## src/rtl/strap_mode_pkg.sv

```systemverilog
// Package: shared level codes, PLL mode codes and conversion helpers for the
// strap latch and mode selector. Assumes the pad comparators produce 2-bit levels.
package strap_mode_pkg;
    localparam int LVL_W  = 2;
    localparam int MODE_W = 2;
    localparam int FREQ_W = 2;

    localparam logic [LVL_W-1:0] LVL_LOW  = 2'b00;
    localparam logic [LVL_W-1:0] LVL_MID  = 2'b01;
    localparam logic [LVL_W-1:0] LVL_HIGH = 2'b10;

    localparam logic [MODE_W-1:0] PM_LOW_BW  = 2'b00;
    localparam logic [MODE_W-1:0] PM_BYPASS  = 2'b01;
    localparam logic [MODE_W-1:0] PM_SW_ODD  = 2'b10;
    localparam logic [MODE_W-1:0] PM_HIGH_BW = 2'b11;

    localparam logic [FREQ_W-1:0] FREQ_DEFAULT  = 2'b00;
    localparam logic [FREQ_W-1:0] FREQ_RESERVED = 2'b11;

    // Maps the impossible comparator code onto mid
    function automatic logic [LVL_W-1:0] lvl_clean(input logic [LVL_W-1:0] c);
        return (c == LVL_LOW || c == LVL_HIGH) ? c : LVL_MID;
    endfunction

    // Turns a cleaned strap level into the PLL mode code it selects
    function automatic logic [MODE_W-1:0] lvl_to_mode(input logic [LVL_W-1:0] c);
        case (c)
            LVL_LOW:  return PM_LOW_BW;
            LVL_HIGH: return PM_HIGH_BW;
            default:  return PM_BYPASS;
        endcase
    endfunction

    // Software mode 10 has no mode of its own and is applied as bypass
    function automatic logic [MODE_W-1:0] sw_to_mode(input logic [MODE_W-1:0] c);
        return (c == PM_SW_ODD) ? PM_BYPASS : c;
    endfunction
endpackage

```

## src/rtl/strap_capture.sv

```systemverilog
// Module: strap_capture
// Detects the first low-to-high transition of the run pin after reset and
// freezes both strap levels at that edge. After that it ignores the pin until
// the next reset. Assumes the strap codes are stable around the capture edge.
module strap_capture
    import strap_mode_pkg::*;
(
    input  logic             clk,
    input  logic             rst_n,
    input  logic             run_pin,
    input  logic [LVL_W-1:0] addr_strap,
    input  logic [LVL_W-1:0] mode_strap,
    output logic             latched,
    output logic [LVL_W-1:0] addr_lvl,
    output logic [LVL_W-1:0] mode_lvl
);
    logic run_q;
    logic first_rise;

    // Rise of the run pin, seen only while still unlatched
    always_comb first_rise = run_pin && !run_q && !latched;

    // Pin history and the capture of both levels, held once taken
    always_ff @(posedge clk) begin
        if (!rst_n) begin
            run_q    <= 1'b0;
            latched  <= 1'b0;
            addr_lvl <= LVL_LOW;
            mode_lvl <= LVL_LOW;
        end else begin
            run_q <= run_pin;
            if (first_rise) begin
                latched  <= 1'b1;
                addr_lvl <= lvl_clean(addr_strap);
                mode_lvl <= lvl_clean(mode_strap);
            end
        end
    end

    AST_LATCH_STICKY: assert property (@(posedge clk) disable iff (!rst_n)
        latched |=> latched);
    AST_LEVELS_FROZEN: assert property (@(posedge clk) disable iff (!rst_n)
        latched |=> ($stable(addr_lvl) && $stable(mode_lvl)));
    AST_CAPTURE_NEEDS_RUN: assert property (@(posedge clk) disable iff (!rst_n)
        !latched |=> (latched -> $past(run_pin)));
endmodule

```

## src/rtl/mode_select.sv

```systemverilog
// Module: mode_select
// Chooses the active PLL mode from the strap or from the software field, and
// registers the mode together with the PLL enable and bypass flags. Assumes the
// strap mode input is already a PLL mode code.
module mode_select
    import strap_mode_pkg::*;
(
    input  logic              clk,
    input  logic              rst_n,
    input  logic              latched,
    input  logic [MODE_W-1:0] strap_mode,
    input  logic              sw_en,
    input  logic [MODE_W-1:0] sw_mode,
    output logic [MODE_W-1:0] pll_mode,
    output logic              pll_on,
    output logic              pll_bypass
);
    logic [MODE_W-1:0] next_mode;

    // Override mux with the software remap applied
    always_comb next_mode = sw_en ? sw_to_mode(sw_mode) : strap_mode;

    // Registers the mode and its PLL flags, both held off until capture
    always_ff @(posedge clk) begin
        if (!rst_n) begin
            pll_mode   <= PM_LOW_BW;
            pll_on     <= 1'b0;
            pll_bypass <= 1'b0;
        end else begin
            pll_mode   <= next_mode;
            pll_on     <= latched && (next_mode != PM_BYPASS);
            pll_bypass <= latched && (next_mode == PM_BYPASS);
        end
    end

    AST_PLL_OFF_UNLATCHED: assert property (@(posedge clk) disable iff (!rst_n)
        !latched |=> (!pll_on && !pll_bypass));
    AST_FLAGS_EXCLUSIVE: assert property (@(posedge clk) disable iff (!rst_n)
        !(pll_on && pll_bypass));
    AST_SW_ODD_IS_BYPASS: assert property (@(posedge clk) disable iff (!rst_n)
        (latched && sw_en && sw_mode == PM_SW_ODD) |=> (pll_bypass && pll_mode == PM_BYPASS));
    AST_STRAP_FOLLOWED: assert property (@(posedge clk) disable iff (!rst_n)
        !sw_en |=> (pll_mode == $past(strap_mode)));
endmodule

```

## src/rtl/freq_select.sv

```systemverilog
// Module: freq_select
// Holds the active frequency code. The software field drives it only while its
// enable is set. The reserved code keeps the previous selection.
module freq_select
    import strap_mode_pkg::*;
(
    input  logic              clk,
    input  logic              rst_n,
    input  logic              sw_en,
    input  logic [FREQ_W-1:0] sw_freq,
    output logic [FREQ_W-1:0] freq_sel
);
    // Default, software load, or hold on the reserved code
    always_ff @(posedge clk) begin
        if (!rst_n) begin
            freq_sel <= FREQ_DEFAULT;
        end else if (!sw_en) begin
            freq_sel <= FREQ_DEFAULT;
        end else if (sw_freq != FREQ_RESERVED) begin
            freq_sel <= sw_freq;
        end
    end

    AST_FREQ_HOLD: assert property (@(posedge clk) disable iff (!rst_n)
        (sw_en && sw_freq == FREQ_RESERVED) |=> $stable(freq_sel));
    AST_FREQ_DEFAULT: assert property (@(posedge clk) disable iff (!rst_n)
        !sw_en |=> (freq_sel == FREQ_DEFAULT));
    AST_FREQ_LEGAL: assert property (@(posedge clk) disable iff (!rst_n)
        freq_sel != FREQ_RESERVED);
endmodule

```

## src/rtl/strap_mode_ctrl.sv

```systemverilog
// Module: strap_mode_ctrl (top)
// Captures the address and mode straps once, derives the serial-bus address
// and the mode read-back code, and applies the software overrides for PLL mode
// and frequency. Assumes the inputs are synchronous to clk.
module strap_mode_ctrl
    import strap_mode_pkg::*;
#(
    parameter int               ADDR_W    = 7,
    parameter logic [ADDR_W-1:0] ADDR_BASE = 7'h6B
) (
    input  logic              clk,
    input  logic              rst_n,
    input  logic              run_pin,
    input  logic [LVL_W-1:0]  addr_strap,
    input  logic [LVL_W-1:0]  mode_strap,
    input  logic              sw_mode_en,
    input  logic [MODE_W-1:0] sw_mode,
    input  logic              sw_freq_en,
    input  logic [FREQ_W-1:0] sw_freq,
    output logic              straps_latched,
    output logic [ADDR_W-1:0] smbus_addr,
    output logic [MODE_W-1:0] mode_readback,
    output logic [MODE_W-1:0] pll_mode,
    output logic              pll_on,
    output logic              pll_bypass,
    output logic [FREQ_W-1:0] freq_sel
);
    localparam int PAD_W = ADDR_W - LVL_W;

    logic [LVL_W-1:0] addr_lvl;
    logic [LVL_W-1:0] mode_lvl;

    strap_capture u_cap (
        .clk        (clk),
        .rst_n      (rst_n),
        .run_pin    (run_pin),
        .addr_strap (addr_strap),
        .mode_strap (mode_strap),
        .latched    (straps_latched),
        .addr_lvl   (addr_lvl),
        .mode_lvl   (mode_lvl)
    );

    // Address is the base plus the level step, zero until capture
    always_comb smbus_addr = straps_latched ? (ADDR_BASE + {{PAD_W{1'b0}}, addr_lvl}) : '0;

    // Captured mode level returned as a PLL mode code
    always_comb mode_readback = lvl_to_mode(mode_lvl);

    mode_select u_mode (
        .clk        (clk),
        .rst_n      (rst_n),
        .latched    (straps_latched),
        .strap_mode (mode_readback),
        .sw_en      (sw_mode_en),
        .sw_mode    (sw_mode),
        .pll_mode   (pll_mode),
        .pll_on     (pll_on),
        .pll_bypass (pll_bypass)
    );

    freq_select u_freq (
        .clk      (clk),
        .rst_n    (rst_n),
        .sw_en    (sw_freq_en),
        .sw_freq  (sw_freq),
        .freq_sel (freq_sel)
    );

    AST_ADDR_ZERO_UNLATCHED: assert property (@(posedge clk) disable iff (!rst_n)
        !straps_latched |-> (smbus_addr == '0));
    AST_READBACK_STABLE: assert property (@(posedge clk) disable iff (!rst_n)
        (straps_latched && $past(straps_latched)) |-> $stable(mode_readback));
endmodule

```

## config.mk

```make
export PLATFORM = sky130hd
export DESIGN_NAME = strap_mode_ctrl
export DESIGN_NICKNAME = d
export VERILOG_FILES = /design/src/rtl/strap_mode_pkg.sv /design/src/rtl/strap_capture.sv /design/src/rtl/mode_select.sv /design/src/rtl/freq_select.sv /design/src/rtl/strap_mode_ctrl.sv
export SDC_FILE = /design/constraint.sdc
export NUM_CORES = 1
export LEC_CHECK = 0
export ABC_AREA = 1
export CORE_ASPECT_RATIO = 1.4
export CORE_UTILIZATION = 30
export DETAILED_ROUTE_END_ITERATION = 7
export GPL_TIMING_DRIVEN = 1
export PLACE_DENSITY = 0.64
export SYNTH_ARGS = -nofsm -noshare
export SYNTH_HDL_FRONTEND = slang
export SYNTH_SLANG_ARGS = --single-unit
```

## constraint.sdc

```tcl
create_clock -name clk -period 2.7 [get_ports clk]
set_clock_uncertainty 0.05 [all_clocks]
set_input_delay 0.675 -clock clk [delete_from_list [all_inputs] [get_ports clk]]
set_output_delay 0.675 -clock clk [all_outputs]
set_load 0.02 [all_outputs]
```

==> results of run 1 <==
-- Yosys cell counts, types with 2 or more instances --
cell type / n / area share
sky130_fd_sc_hd__a21oi_1: 3 / 0.027
sky130_fd_sc_hd__buf_4: 4 / 0.053
sky130_fd_sc_hd__dfxtp_1: 12 / 0.42
sky130_fd_sc_hd__inv_1: 14 / 0.093
sky130_fd_sc_hd__nand2_1: 22 / 0.15
sky130_fd_sc_hd__nand3_1: 4 / 0.035
sky130_fd_sc_hd__nor2_1: 15 / 0.10
sky130_fd_sc_hd__o21ai_0: 2 / 0.018
-- layout make-up --
class	instances	area (um^2)	share of cell area
Tap cell	20	25.02	0.02924
Inverter	15	56.30	0.06579
Clock buffer	4	36.28	0.04240
Multi-Input combinational cell	50	227.7	0.2661
Sequential cell	12	240.2	0.2807
Timing Repair Buffer	27	270.3	0.3158
-- through the flow --
step           power [W]  std cells  utilization  area (um^2)  setup slack (ps)
6_report       0.0004492        128       0.4872        855.8             347.4
5_1_grt        0.0004803        128       0.4872        855.8             262.8
4_1_cts        0.0004566        128       0.4872        855.8             330.5
3_5_place_dp   0.0003174        124       0.4665        819.5             628.3
3_3_place_gp   0.0003159        124       0.4665        819.5             642.5
2_1_floorplan  0.0002667         82            -        565.5              1046
-- kinds of logic (layout without fill, tap and decap cells) --
| kind of cell | after synthesis | in the layout |
|---|---|---|
| AOI/OAI and AO/OA | 6 | 6 |
| and+or+nand+nor | 42 | 42 |
| other | 1 | 1 |
| DFF | 12 | 12 |
| adders and majority gates | 1 | 1 |
| buffers and inverters | 20 | 46 |
-- report_power, final --
group / switching, W / total (W) / internal (W)
clock network: 0.0000551 / 0.000137 / 0.0000818
logic: 0.0000608 / 0.000119 / 0.0000579
registers: 0.00000534 / 0.000194 / 0.000188
total: 0.000121 / 0.000449 / 0.000328
-- critical path, delay by kind of cell (launching register included) --
family / cells / cell delay, ps
and+or+nand+nor: 1 / 100
buffers and inverters: 2 / 650
DFF: 1 / 330
adders and majority gates: 1 / 280
-- final timing paths --
check / to / startpoint / cells past startpoint / slack (ps)
setup / recovery: smbus_addr[1] / u_cap.addr_lvl[0] / 4 / 350
hold / removal: u_freq.freq_sel[1] / u_freq.freq_sel[1] / 2 / 400
setup reg to reg: u_cap.addr_lvl[1] / u_cap.latched / 5 / 1720
hold reg to reg: u_freq.freq_sel[1] / u_freq.freq_sel[1] / 2 / 400
-- cell usage in the layout (no fill, tap or decap) --
master / count
sky130_fd_sc_hd__conb_1: 1
sky130_fd_sc_hd__nand2_1: 22
sky130_fd_sc_hd__clkdlybuf4s50_1: 27
sky130_fd_sc_hd__inv_2: 1
sky130_fd_sc_hd__a21oi_1: 3
sky130_fd_sc_hd__clkbuf_4: 3
sky130_fd_sc_hd__dfxtp_1: 12
sky130_fd_sc_hd__nor2_1: 15
sky130_fd_sc_hd__nand3_1: 4
sky130_fd_sc_hd__ha_1: 1
sky130_fd_sc_hd__a211oi_1: 1
sky130_fd_sc_hd__o21ai_0: 2
sky130_fd_sc_hd__clkbuf_8: 1
sky130_fd_sc_hd__nand3b_4: 1
sky130_fd_sc_hd__inv_1: 14
-- flip-flops by register name, indices dropped and copies added, names as in the netlist --
register	flops
u_cap.run_q	1
u_cap.mode_lvl	2
u_mode.pll_bypass	1
u_mode.pll_mode	2
u_cap.latched	1
u_cap.addr_lvl	2
u_freq.freq_sel	2
u_mode.pll_on	1
-- layer usage --
layer / track usage / vias to the layer above / part of all wire
met5: 0 / - / 0
met3: 0.05042 / 0 / 0.063
li1: - / 290 / -
met4: 0.05172 / 0 / 0
met1: 0.1240 / 222 / 0.41
met2: 0.2111 / 18 / 0.53
==> metrics.txt, run 1 <==
# TYPE chip_impl_metric gauge
chip_impl_metric{name="maxCapViolations",unit=""} 0
chip_impl_metric{name="ys_warn_count",unit=""} 0
chip_impl_metric{name="synth.cell_area",unit="um^2"} 565.5
chip_impl_metric{name="globalRouteOverflowTotal",unit=""} 0
chip_impl_metric{name="wire_length_of_the_first_global_routing_pass",unit="um"} 1711
chip_impl_metric{name="antenna_cells_inserted",unit=""} 0
chip_impl_metric{name="post_synth_inst_count",unit=""} 82
chip_impl_metric{name="max_clock_freq",unit="MHz"} 425.1
chip_impl_metric{name="synth-seq-area-share",unit=""} 0.4248
chip_impl_metric{name="boundaryPins",unit=""} 29
chip_impl_metric{name="postSynth.asyncResetShare",unit=""} 0
chip_impl_metric{name="grt_pass1_vias",unit=""} 448
chip_impl_metric{name="muxShareOfSynthArea",unit=""} 0
chip_impl_metric{name="drt_iter0_markers",unit=""} 11
chip_impl_metric{name="ir_worst_vdd",unit="mV"} 0.2777
chip_impl_info{name="setup.worst_path.end_class",value="primary output"} 1
chip_impl_info{name="outcome",value="completed"} 1
chip_impl_metric{name="worst_ep_required_time",unit="ps"} 1980
chip_impl_metric{name="drt_first_pass_iters",unit=""} 4
chip_impl_info{name="cts_root_buffer",value="sky130_fd_sc_hd__clkbuf_4"} 1
chip_impl_metric{name="number_of_synthesized_flops_with_an_enable_pin",unit=""} 0
chip_impl_metric{name="drive_above_1_share",unit=""} 0.05556
chip_impl_metric{name="setup-tns-final",unit="ps"} 0
chip_impl_metric{name="post_synth_and_or_nand_nor_area_fraction",unit=""} 0.3164
chip_impl_metric{name="floorplan.die.height",unit="um"} 53.38
chip_impl_metric{name="vias",unit=""} 530
chip_impl_metric{name="grt_start_max_net_pins",unit=""} 10
chip_impl_metric{name="p_leak",unit="nW"} 0.4220
chip_impl_metric{name="synth_compound_area_frac",unit=""} 0.05752
chip_impl_metric{name="pwr_density_cell",unit="nW/um^2"} 524.9
chip_impl_info{name="cts_tree",value="built"} 1
chip_impl_metric{name="route.detailed.drc",unit=""} 0
chip_impl_metric{name="nFillCells",unit=""} 189
chip_impl_metric{name="maxSlewViolCount",unit=""} 0
chip_impl_metric{name="critPathArrivalTime",unit="ps"} 1630
chip_impl_info{name="path_cells",value="inv_1 > ha_1 > nor2_1 > clkdlybuf4s50_1"} 1
chip_impl_info{name="dominant_combinational_cell_family_by_area_after_synthesis",value="simple AND/OR/NAND/NOR gates"} 1
chip_impl_metric{name="clk_pin_slew",unit="ps"} 70
chip_impl_metric{name="final_net_count",unit=""} 123
chip_impl_metric{name="worstPathMaxFanout",unit=""} 2
chip_impl_metric{name="areaGrowthSynthToFinish",unit="%"} 51.33
chip_impl_metric{name="routed_wire_length_per_instance",unit="um"} 8.000
chip_impl_info{name="synth_top_flop_cell",value="sky130_fd_sc_hd__dfxtp_1"} 1
chip_impl_metric{name="cts_hold_buf",unit=""} 0
chip_impl_info{name="critPathSlowestCell",value="sky130_fd_sc_hd__clkdlybuf4s50_1"} 1
chip_impl_info{name="timing.setup.critical_path_class",value="reg -> out"} 1
chip_impl_metric{name="fin_worst_hold_slack",unit="ps"} 402.8
chip_impl_metric{name="synthDistinctLibCells",unit=""} 14
chip_impl_metric{name="cts_made_buffers",unit=""} 3
chip_impl_metric{name="placement.io_buffers",unit=""} 27
chip_impl_metric{name="avgViaCountPerCell",unit=""} 4.141
chip_impl_metric{name="adder_and_majority_cell_fraction_of_the_synthesized_area",unit=""} 0.02212
chip_impl_metric{name="syn-num-nets",unit=""} 96
chip_impl_metric{name="detailed_placement_hpwl",unit="um"} 842.3
chip_impl_metric{name="postSynthRegisterBits",unit=""} 12
chip_impl_metric{name="overall_die_area",unit="um^2"} 2065
chip_impl_info{name="grt_setup_unrepaired",value="no"} 1
chip_impl_info{name="worst_hold_path_type",value="reg -> reg"} 1
chip_impl_metric{name="finalHoldViolCount",unit=""} 0
chip_impl_metric{name="synth.avg_cell_area",unit="um^2"} 6.897
chip_impl_metric{name="synthXorXnorAreaFrac",unit=""} 0
chip_impl_metric{name="cts.repair.resized",unit=""} 0
chip_impl_metric{name="gp_congestion",unit=""} 0.8123
chip_impl_metric{name="detail_route.wirelength",unit="um"} 1024
chip_impl_metric{name="timing.final.crit_share",unit=""} 0.8713
chip_impl_metric{name="cts_setup_buffers",unit=""} 0
chip_impl_metric{name="clk-insertion-delay-late",unit="ps"} 260
chip_impl_info{name="worst_setup_path_start_kind",value="flip-flop"} 1
chip_impl_metric{name="fp.coreArea",unit="um^2"} 1757
chip_impl_metric{name="grt_use_total",unit=""} 0.1222
chip_impl_metric{name="htreeDepth",unit=""} 1
chip_impl_metric{name="detail-route-antenna-nets",unit=""} 0
chip_impl_metric{name="setup-violations-final",unit=""} 0
chip_impl_metric{name="clock-sinks",unit=""} 12
chip_impl_metric{name="final_period_minus_worst_setup_slack",unit="ps"} 2353
chip_impl_metric{name="floorplan.die.width",unit="um"} 38.70
chip_impl_metric{name="row_count",unit=""} 18
chip_impl_metric{name="max_stage_delay",unit="ps"} 600
chip_impl_metric{name="antenna_found_initial",unit=""} 0
chip_impl_metric{name="cts-root-to-sink-buffers",unit=""} 2
chip_impl_metric{name="initial_core_util",unit=""} 0.3219
Power figures use the tool's default switching activity.
==> run 2, diff against run 1 <==
Settings changed: CTS_CLUSTER_DIAMETER set to 30.
Clock period 2.7 ns to 2.51 ns, I/O delays scaled along.
==> results of run 2 <==
The final DEF is identical to that of run 1. Status: completed.
Among the figures that moved: setup slack after placement 628.3 ps -> 485.8 ps; setup slack after layout 347.4 ps -> 204.9 ps; register-to-register setup slack 1720 ps -> 1530 ps; total power 0.0004492 W -> 0.0004833 W; worst IR drop on VDD 0.2777 mV -> 0.2987 mV
